`src/rtl/spi_xact_pkg.sv`:
```
package spi_xact_pkg;
   localparam int CTRL_W  = 16;
   localparam int ADDR_W  = 10;
   localparam int LEN_W   = 3;
   localparam int BYTES   = 1 << LEN_W;
   localparam int DATA_W  = 8 * BYTES;
   localparam int IMG_W   = CTRL_W + DATA_W;
   localparam int IDX_W   = $clog2(IMG_W);

   typedef enum logic [1:0] {
      ST_IDLE,
      ST_LEAD,
      ST_SHIFT,
      ST_TRAIL
   } xact_st_e;

   function automatic logic [CTRL_W-1:0] make_header(
      input logic              wr,
      input logic [LEN_W-1:0]  len_m1,
      input logic [ADDR_W-1:0] addr);
      return {wr, len_m1, 2'b00, addr};
   endfunction
endpackage

```
`src/rtl/spi_half_timer.sv`:
```
module spi_half_timer #(
   parameter int DIV_W = 8
) (
   input  logic             clk,
   input  logic             rst_n,
   input  logic             start,
   input  logic             run,
   input  logic [DIV_W-1:0] half,
   output logic             tick
);
   logic [DIV_W-1:0] cnt;
   logic [DIV_W-1:0] half_q;

   assign tick = run && (cnt == '0);

   always_ff @(posedge clk or negedge rst_n) begin
      if (!rst_n) begin
         cnt    <= '0;
         half_q <= '0;
      end else if (start) begin
         half_q <= half;
         cnt    <= half - 1'b1;
      end else if (tick) begin
         cnt    <= half_q - 1'b1;
      end else if (run) begin
         cnt    <= cnt - 1'b1;
      end
   end

   AST_TICK_SPACING: assert property (@(posedge clk) disable iff (!rst_n)
      tick |=> !tick);
endmodule

```
`src/rtl/spi_frame_map.sv`:
```
module spi_frame_map
   import spi_xact_pkg::*;
(
   input  logic [CTRL_W-1:0] header,
   input  logic [DATA_W-1:0] wdata,
   input  logic              lsb_first,
   output logic [IMG_W-1:0]  img
);
   for (genvar k = 0; k < CTRL_W; k++) begin : g_hdr
      assign img[k] = lsb_first ? header[k] : header[CTRL_W-1-k];
   end

   for (genvar b = 0; b < BYTES; b++) begin : g_byte
      for (genvar k = 0; k < 8; k++) begin : g_bit
         assign img[CTRL_W + 8*b + k] = lsb_first ? wdata[8*b + k] : wdata[8*b + 7 - k];
      end
   end
endmodule

```
`src/rtl/spi_xact_master.sv`:
```
module spi_xact_master
   import spi_xact_pkg::*;
#(
   parameter int DIV_W    = 8,
   parameter int MIN_HALF = 2
) (
   input  logic              clk,
   input  logic              rst_n,
   input  logic              cmd_valid,
   input  logic              cmd_write,
   input  logic [9:0]        cmd_addr,
   input  logic [2:0]        cmd_len_m1,
   input  logic [63:0]       cmd_wdata,
   input  logic              cfg_lsb_first,
   input  logic              cfg_three_wire,
   input  logic [DIV_W-1:0]  cfg_half_div,
   output logic              busy,
   output logic              done,
   output logic [63:0]       rsp_rdata,
   output logic              spi_cs_n,
   output logic              spi_sclk,
   output logic              spi_sdo,
   output logic              spi_sdo_oe,
   input  logic              spi_sdi,
   input  logic              spi_sdio_i
);
   if (MIN_HALF < 2) begin : g_bad_min
      $error("MIN_HALF must be at least 2");
   end
   if (DIV_W < 2 || (1 << DIV_W) <= MIN_HALF) begin : g_bad_div
      $error("DIV_W too narrow for MIN_HALF");
   end

   xact_st_e              st;
   logic                  wr_q, lsb_q, tw_q;
   logic [LEN_W-1:0]      len_q;
   logic [ADDR_W-1:0]     addr_q;
   logic [DATA_W-1:0]     wdata_q;
   logic [DATA_W-1:0]     rdata_q;
   logic [IDX_W-1:0]      idx;
   logic                  sclk_q, cs_q, sdo_q, oe_q, done_q;
   logic [IMG_W-1:0]      img;
   logic                  tick;
   logic                  accept;
   logic [DIV_W-1:0]      eff_half;
   logic [IDX_W-1:0]      last_idx;
   logic [5:0]            dpos;
   logic [5:0]            rbit;
   logic                  din;
   logic                  in_data;

   assign accept   = cmd_valid && (st == ST_IDLE);
   assign eff_half = (cfg_half_div < DIV_W'(MIN_HALF)) ? DIV_W'(MIN_HALF) : cfg_half_div;
   assign last_idx = IDX_W'(CTRL_W + 7) + {1'b0, len_q, 3'b000};
   assign dpos     = 6'(idx - IDX_W'(CTRL_W));
   assign rbit     = {dpos[5:3], lsb_q ? dpos[2:0] : ~dpos[2:0]};
   assign din      = tw_q ? spi_sdio_i : spi_sdi;
   assign in_data  = (idx >= IDX_W'(CTRL_W));

   spi_half_timer #(.DIV_W(DIV_W)) u_timer (
      .clk   (clk),
      .rst_n (rst_n),
      .start (accept),
      .run   (st != ST_IDLE),
      .half  (eff_half),
      .tick  (tick)
   );

   spi_frame_map u_map (
      .header    (make_header(wr_q, len_q, addr_q)),
      .wdata     (wdata_q),
      .lsb_first (lsb_q),
      .img       (img)
   );

   always_ff @(posedge clk or negedge rst_n) begin
      if (!rst_n) begin
         st      <= ST_IDLE;
         wr_q    <= 1'b0;
         lsb_q   <= 1'b0;
         tw_q    <= 1'b0;
         len_q   <= '0;
         addr_q  <= '0;
         wdata_q <= '0;
         rdata_q <= '0;
         idx     <= '0;
         sclk_q  <= 1'b0;
         cs_q    <= 1'b1;
         sdo_q   <= 1'b0;
         oe_q    <= 1'b0;
         done_q  <= 1'b0;
      end else begin
         done_q <= 1'b0;
         unique case (st)
            ST_IDLE: if (cmd_valid) begin
               wr_q    <= cmd_write;
               lsb_q   <= cfg_lsb_first;
               tw_q    <= cfg_three_wire;
               len_q   <= cmd_len_m1;
               addr_q  <= cmd_addr;
               wdata_q <= cmd_wdata;
               rdata_q <= '0;
               idx     <= '0;
               cs_q    <= 1'b0;
               oe_q    <= 1'b1;
               st      <= ST_LEAD;
            end
            ST_LEAD: if (tick) begin
               sclk_q <= 1'b1;
               sdo_q  <= img[idx];
               st     <= ST_SHIFT;
            end
            ST_SHIFT: if (tick) begin
               if (sclk_q) begin
                  sclk_q <= 1'b0;
                  if (!wr_q && in_data) rdata_q[rbit] <= din;
                  if (idx == last_idx) st <= ST_TRAIL;
                  else                 idx <= idx + 1'b1;
               end else begin
                  sclk_q <= 1'b1;
                  sdo_q  <= img[idx];
                  oe_q   <= !(tw_q && !wr_q && in_data);
               end
            end
            ST_TRAIL: if (tick) begin
               cs_q   <= 1'b1;
               oe_q   <= 1'b0;
               sdo_q  <= 1'b0;
               done_q <= 1'b1;
               st     <= ST_IDLE;
            end
            default: st <= ST_IDLE;
         endcase
      end
   end

   assign busy       = (st != ST_IDLE);
   assign done       = done_q;
   assign rsp_rdata  = rdata_q;
   assign spi_cs_n   = cs_q;
   assign spi_sclk   = sclk_q;
   assign spi_sdo    = sdo_q;
   assign spi_sdo_oe = oe_q;

   AST_SCLK_IDLE: assert property (@(posedge clk) disable iff (!rst_n)
      spi_cs_n |-> !spi_sclk);
   AST_LEAD_GAP: assert property (@(posedge clk) disable iff (!rst_n)
      $fell(spi_cs_n) |=> !spi_sclk);
   AST_HIGH_HOLD: assert property (@(posedge clk) disable iff (!rst_n)
      $rose(spi_sclk) |=> spi_sclk);
   AST_SDO_ON_RISE: assert property (@(posedge clk) disable iff (!rst_n)
      (!spi_cs_n && !$rose(spi_sclk) && !$fell(spi_cs_n)) |-> $stable(spi_sdo));
   AST_OE_RELEASE: assert property (@(posedge clk) disable iff (!rst_n)
      (st == ST_SHIFT && sclk_q && tw_q && !wr_q && in_data) |-> !spi_sdo_oe);
   AST_OE_IDLE: assert property (@(posedge clk) disable iff (!rst_n)
      spi_cs_n |-> !spi_sdo_oe);
   AST_DONE_PULSE: assert property (@(posedge clk) disable iff (!rst_n)
      done |=> !done);
   AST_DONE_IDLE: assert property (@(posedge clk) disable iff (!rst_n)
      done |-> (spi_cs_n && !busy));
   AST_BUSY_HOLD: assert property (@(posedge clk) disable iff (!rst_n)
      (busy && cmd_valid && !done) |=> $stable(addr_q));
endmodule

```
`config.mk`:
```
export PLATFORM = sky130hd
export DESIGN_NAME = spi_xact_master
export DESIGN_NICKNAME = d
export VERILOG_FILES = /design/src/rtl/spi_xact_pkg.sv /design/src/rtl/spi_half_timer.sv /design/src/rtl/spi_frame_map.sv /design/src/rtl/spi_xact_master.sv
export SDC_FILE = /design/constraint.sdc
export NUM_CORES = 1
export LEC_CHECK = 0
export BUFFER_PORTS_ARGS = -buffer_cell sky130_fd_sc_hd__buf_2
export CELL_PAD_IN_SITES_DETAIL_PLACEMENT = 1
export CELL_PAD_IN_SITES_GLOBAL_PLACEMENT = 1
export CORE_MARGIN = 2
export CORE_UTILIZATION = 30
export DETAILED_ROUTE_END_ITERATION = 10
export HOLD_SLACK_MARGIN = 0.12
export PLACE_DENSITY = 0.68
export RECOVER_POWER = 50
export SLEW_MARGIN = 20
export SYNTH_ARGS = -nofsm -noshare
export SYNTH_HDL_FRONTEND = slang
export SYNTH_SLANG_ARGS = --single-unit
```
`constraint.sdc`:
```
create_clock -name clk -period 7.5 [get_ports clk]
set_clock_uncertainty 0.1 [all_clocks]
set_input_delay 0.75 -clock clk [delete_from_list [all_inputs] [get_ports clk]]
set_output_delay 0.75 -clock clk [all_outputs]
set_load 0.01 [all_outputs]
```
==> run_results.csv, run 1 <==
group,metric,value,unit
run_status,status,"complete, but fails checks",
run_status,violations,"capacitance limit, slew limit",
power_and_ir_drop,leakage,5.02,nW
critical_path,worstPathCellList,"clkbuf_1 -> buf_4",
layout,mostFrequentLayoutCell,"nand2_1",
routing,dr.pass1.iters,4,
logic_synthesis,synthFlopType,"dfrtp_1",
worst_hold_path,hold_path.class,"reg2reg",
layout,multi_input_area,4600,sq um
global_routing,grt_pass1_wl,48700,um
critical_path,crit_slowest_cell,"clkbuf_1",
clock_network,clock_path_buffers,2,
run,drv_cap,1,
floorplan,die_height,180,um
global_routing,grtUsageTotal,0.190,
logic_synthesis,ys_seq_area_frac,0.471,
timing,finalSetupViolCount,0,
critical_path,critPathMaxStageDelay,2.31,ns
logic_synthesis,synth_top_area_cell,"dfrtp_1",
clock_network,ctsResizeCount,0,
timing,finalMaxSlewViolations,61,
global_routing,grt_pass1_vias,8467,
layout,fin_area,10900,sq um
placement,numPortBuffers,162,
logic_synthesis,yosysWarnings,0,
routing,drt-initial-drc-count,506,
routing,dr_total_vias,8080,
timing,min_period,3.80,ns
placement,dp_hpwl,21600,um
clock_network,clkSinkCount,174,
critical_path,path_class,"in2async",
global_routing,antenna_found_initial,0,
layout,area_growth,17.9,%
critical_path,crit_path_start_kind,"input pin",
logic_synthesis,synthArstFlopShare,1.00,
layout,n_fill_cell,3588,
logic_synthesis,avgSynthCellArea,9.09,sq um
routing,drc_errors,0,
logic_synthesis,syn-num-nets,1121,
logic_synthesis,ys_seq_elements,174,
logic_synthesis,syn_area,9250,sq um
power_and_ir_drop,ir_worst_vdd,207,uV
timing,worst_pin_slew,3.34,ns
critical_path,critPathRequiredTime,7.80,ns
critical_path,worstPathArrival,4.10,ns
critical_path,path_max_fanout,66,
layout,fin_nets,1249,
critical_path,critPathTopFamily,"buffers and inverters",
critical_path,cp-end-kind,"async pin",
timing,rsz0062_at_grt,"false",
placement,placed_area,10400,sq um
routing,routed_wirelength,30700,um
timing,max_freq,0.263,GHz
floorplan,core_area,30500,sq um
logic_synthesis,synth_area_leaders,"dfrtp_1, nand2_1, o21ai_0",
critical_path,path_buf_inv,2,
clock_network,cts_hold_buf,0,
layout,antennaDiodeCount,0,
floorplan,initial_core_util,0.303,
floorplan,rows,64,
clock_network,cts_root_buf,"clkbuf_16",
logic_synthesis,yosys.cell_types.count,65,
placement,place_congestion,0.809,
floorplan,dieArea,32300,sq um
routing,viasPerCell,5.20,
clock_network,clk_latency,0.44,ns
global_routing,overflow,0,
clock_network,cts_tree,"yes",
timing,finalCritPeriodShare,0.506,
logic_synthesis,synth_edf_count,0,
logic_synthesis,synthCells,1018,
layout,final_util,0.358,
clock_network,clkTransAtPathRegs,0.08,ns
clock_network,post-cts-setup-buffers,0,
floorplan,io_pins,163,
layout,final-seq-area,4360,sq um
routing,postRouteAntennaNets,0,
clock_network,numCtsBuffers,17,
timing,fin_setup_tns,0,ns
logic_synthesis,synth_top_area_frac,0.468,
timing,hold_viol,0,
power_and_ir_drop,cellPowerDensity,374,nW/um^2
floorplan,die_w,180,um
layout,layout-drive-gt1-share,0.173,
placement,place_inst,1522,
routing,wl_per_cell,19.8,um
global_routing,grt_max_degree,100,
layout,final_cells,1555,
timing,timing.hold.ws,0.388,ns
timing,relSlewSlack,-1.23,
clock_network,htreeDepth,4,
layout,final_cell_mix,"nand2_1, dfrtp_1, o21ai_0, buf_2, clkbuf_1",
-- stage by stage --
step / total power [mW] / worst slack [ns]
finish: 4.08 / 3.70
global route: 4.38 / 2.96
CTS: 4.11 / 4.18
detailed placement: 3.18 / 4.16
global placement: 3.11 / 4.24
floorplan: 2.67 / 4.96
-- metal layers --
layer / vias up / track usage / share of wire
li1: 3799 / - / -
met1: 4080 / 0.253 / 0.46
met2: 177 / 0.326 / 0.49
met3: 24 / 0.0316 / 0.040
met4: 0 / 0.0420 / 0.014
met5: - / 0 / 0
-- kinds of logic (layout without fill, tap and decap cells) --
| group | after synthesis | count (layout) | synth area share |
|---|---|---|---|
| AO/OA/AOI/OAI | 244 | 244 | 0.170 |
| XOR/XNOR | 14 | 14 | 0.0133 |
| adder cells (fa/ha/maj) | 10 | 10 | 0.0135 |
| buffers and inverters | 74 | 215 | 0.0342 |
| flip-flops | 174 | 174 | 0.471 |
| multiplexers | 57 | 57 | 0.0894 |
| AND/OR/NAND/NOR | 445 | 445 | 0.208 |
-- final cells by class --
type                    count  area share
multi-input cells         770       0.421
flip-flops and latches    174       0.399
repair buffers            174      0.0750
clock buffers              17      0.0390
clock inverters            15      0.0171
inverters                   9     0.00310
well taps                 396      0.0454
-- flip-flops by register name, summed over array words and instances (netlist names), 2 cells and up --
register,cells
addr_q,10
wdata_q,64
u_timer.half_q,8
len_q,3
u_timer.cnt,8
rsp_rdata,64
st,2
idx,7
-- path summary, 6_finish.rpt --
path	from	end	slack, ns	cells past startpoint
max	rst_n	lsb_q	3.70	2
max in group clk	st[0]	u_timer.cnt[7]	4.20	10
min in group asynchronous	rst_n	u_timer.cnt[5]	1.33	1
min	u_timer.half_q[2]	u_timer.half_q[2]	0.39	2
min reg2reg	u_timer.half_q[2]	u_timer.half_q[2]	0.39	2
max reg2reg	st[0]	u_timer.cnt[7]	4.20	10
-- power by group --
| group | leakage (nW) | switching, mW | internal [mW] |
|---|---|---|---|
| Combinational | 2.45 | 0.986 | 0.671 |
| Clock | 0.297 | 0.464 | 0.456 |
| Sequential | 2.27 | 0.302 | 1.20 |
-- cells in the mapped netlist (3+ instances only) --
cell,number
nor3_1,7
nand3_1,6
ha_1,10
o31ai_1,3
a21boi_0,36
nand2_1,327
clkbuf_1,37
a22o_1,24
nor2b_1,7
and3_1,3
a21oi_1,15
mux4_2,19
o22a_1,3
o41ai_1,4
a211oi_1,10
mux2i_1,23
dfrtp_1,173
xor2_1,8
o311ai_0,3
buf_4,3
buf_2,10
and2_1,3
or2_2,5
nor2_1,37
xnor2_1,6
o211ai_1,7
nor4_1,11
nor2_2,3
nand4_1,8
o21ai_0,108
nor3b_1,4
nand2b_1,7
o22ai_1,14
mux2_2,15
inv_1,8
buf_1,13
Power figures use the tool's default switching activity.
==> inputs of run 2 (changes only) <==
==> constraint.sdc (replaced) <==
create_clock -name clk -period 3.78 [get_ports clk]
set_clock_uncertainty 0.1 [all_clocks]
set_input_delay 0.378 -clock clk [delete_from_list [all_inputs] [get_ports clk]]
set_output_delay 0.378 -clock clk [all_outputs]
set_load 0.01 [all_outputs]
==> run 2 against run 1 <==
The run still ends with capacitance limit, slew limit left. Sequential share of layout area down 3.1 points. Via count rose by 5.7%. Critical endpoint is now rsp_rdata[56]. First-iteration DRC count is 4.5% lower. Final area is 8.4% higher. Sequential power grew 99%. Register-to-register slack lost 3.6 ns. Global-route usage increased by 0.90 points. Critical path depth grew 7. Die area stayed put. Clock power increased by 100%. Largest cell class unchanged. Utilization increased by 3.0 points.
==> run_results.csv, run 2 (same netlist as run 1, synthesis figures left out) <==
group,metric,value,unit
routing,wl_per_cell,19.3,um
clock_network,clock_path_buffers,2,
critical_path,worstPathArrival,3.46,ns
layout,final_util,0.388,
clock_network,post-cts-setup-buffers,0,
power_and_ir_drop,leakage,5.42,nW
critical_path,cp-end-kind,"flop",
floorplan,io_pins,163,
power_and_ir_drop,switching_share,0.424,
critical_path,critPathMaxStageDelay,0.49,ns
routing,drc_errors,0,
power_and_ir_drop,switchingPower,3.48,mW
global_routing,grt_pass1_wl,51000,um
timing,fin_setup_tns,0,ns
run_status,violations,"capacitance limit, slew limit",
floorplan,core_area,30500,sq um
power_and_ir_drop,cellPowerDensity,693,nW/um^2
timing,min_period,3.21,ns
layout,area_growth,27.9,%
clock_network,numCtsBuffers,17,
routing,routed_wirelength,31800,um
timing,worst_pin_slew,1.64,ns
timing,finalCritPeriodShare,0.849,
clock_network,clk_latency,0.44,ns
floorplan,initial_core_util,0.303,
timing,finalSetupViolCount,0,
routing,postRouteAntennaNets,0,
placement,place_congestion,0.785,
clock_network,clkSinkCount,174,
routing,dr_total_vias,8538,
floorplan,dieArea,32300,sq um
power_and_ir_drop,ir_worst_vdd,316,uV
critical_path,path_max_fanout,11,
power_and_ir_drop,p_clk_frac,0.224,
placement,numPortBuffers,162,
critical_path,crit_path_start_kind,"flop",
timing,finalMaxSlewViolations,64,
timing,hold_viol,0,
critical_path,crit_slowest_cell,"and3_1",
critical_path,path_class,"reg2reg",
routing,viasPerCell,5.17,
floorplan,die_w,180,um
global_routing,overflow,0,
power_and_ir_drop,p_int,4.73,mW
clock_network,clkTransAtPathRegs,0.08,ns
layout,antennaDiodeCount,0,
global_routing,antenna_found_initial,0,
global_routing,grt_pass1_vias,8897,
critical_path,worstPathCellList,"inv_1 -> ha_1 -> nor4_4 -> and3_1 -> and3_2 -> o211ai_1 -> nor2_1 -> nand2_1 -> o21ai_0",
routing,dr.pass1.iters,4,
routing,drt-initial-drc-count,483,
worst_hold_path,hold_path.class,"in2reg",
clock_network,htreeDepth,4,
layout,final_cell_mix,"nand2_1, dfrtp_1, o21ai_0, buf_2, dlygate4sd3_1",
critical_path,critPathRequiredTime,4.03,ns
global_routing,grtUsageTotal,0.199,
placement,dp_hpwl,21800,um
run,drv_cap,1,
layout,layout-drive-gt1-share,0.164,
floorplan,die_height,180,um
power_and_ir_drop,seqPwrFrac,0.366,
floorplan,rows,64,
power_and_ir_drop,combPwrFrac,0.410,
layout,fin_nets,1344,
run_status,status,"complete, but fails checks",
timing,rsz0062_at_grt,"false",
clock_network,cts_tree,"yes",
layout,mostFrequentLayoutCell,"nand2_1",
timing,timing.hold.ws,0.139,ns
clock_network,cts_root_buf,"clkbuf_16",
timing,max_freq,0.312,GHz
timing,relSlewSlack,-0.0921,
global_routing,grt_max_degree,79,
==> run 2: path summary, 6_finish.rpt <==
path | endpoint | cells past startpoint | slack [ns] | startpoint
setup / recovery | rsp_rdata[56] | 9 | 0.57 | st[0]
hold / removal | u_timer.half_q[1] | 3 | 0.14 | cfg_half_div[1]
setup reg to reg | rsp_rdata[56] | 9 | 0.57 | st[0]
hold reg to reg | u_timer.half_q[6] | 2 | 0.38 | u_timer.half_q[6]
max in group asynchronous | wdata_q[19] | 3 | 0.75 | rst_n
min in group asynchronous | tw_q | 2 | 0.78 | rst_n
==> run 2: routing by layer <==
metal	track usage	routed length (um)
met2	0.343	16000
met3	0.0332	1150
met5	0	0
met4	0.0423	455
met1	0.264	14300
==> run 2: cell type report <==
cell class	instances	area [sq um]
Clock buffer	17	425
Fill cell	3596	18700
Timing Repair Buffer	269	1740
Multi-Input combinational cell	770	4590
Inverter	9	33.8
Clock inverter	15	186
Sequential cell	174	4360
Tap cell	396	495
==> run 2: what timing repair did <==
item / 4_1_cts / 5_1_grt
resized for setup: 0 / 0
hold buffers: 86 / 0
endpoints found under the hold margin: 146 / 0
==> run 2: stage by stage <==
| stage | cell area [sq um] | total power [mW] | std cells | setup WS, ns |
|---|---|---|---|---|
| global placement | 10500 | 6.22 | 1532 | 0.734 |
| CTS | 11900 | 8.27 | 1650 | 0.556 |
| detailed placement | 10500 | 6.35 | 1532 | 0.576 |
| finish | 11800 | 8.20 | 1650 | 0.571 |
| global route | 11800 | 8.81 | 1650 | 0.252 |
| floorplan | 9250 | 5.30 | 1018 | 1.24 |
==> run 2: worst max-delay path, delay by kind of cell, from the launching register on <==
kind	cells	cell delay, ns
AO/OA/AOI/OAI	2	0.50
buffers and inverters	1	0.12
adder cells (fa/ha/maj)	1	0.31
flip-flops	1	0.41
AND/OR/NAND/NOR	5	1.67
==> run 2: power by group through the flow <==
| stage | Combinational (mW) | Clock [mW] | Sequential [mW] |
|---|---|---|---|
| 6_report | 3.36 | 1.84 | 3.00 |
| 5_1_grt | 3.78 | 1.94 | 3.09 |
| 4_1_cts | 3.40 | 1.86 | 3.01 |
| 3_5_place_dp | 3.31 | 0 | 3.04 |
| 3_3_place_gp | 3.22 | 0 | 3.01 |
| 2_1_floorplan | 2.58 | 0 | 2.72 |
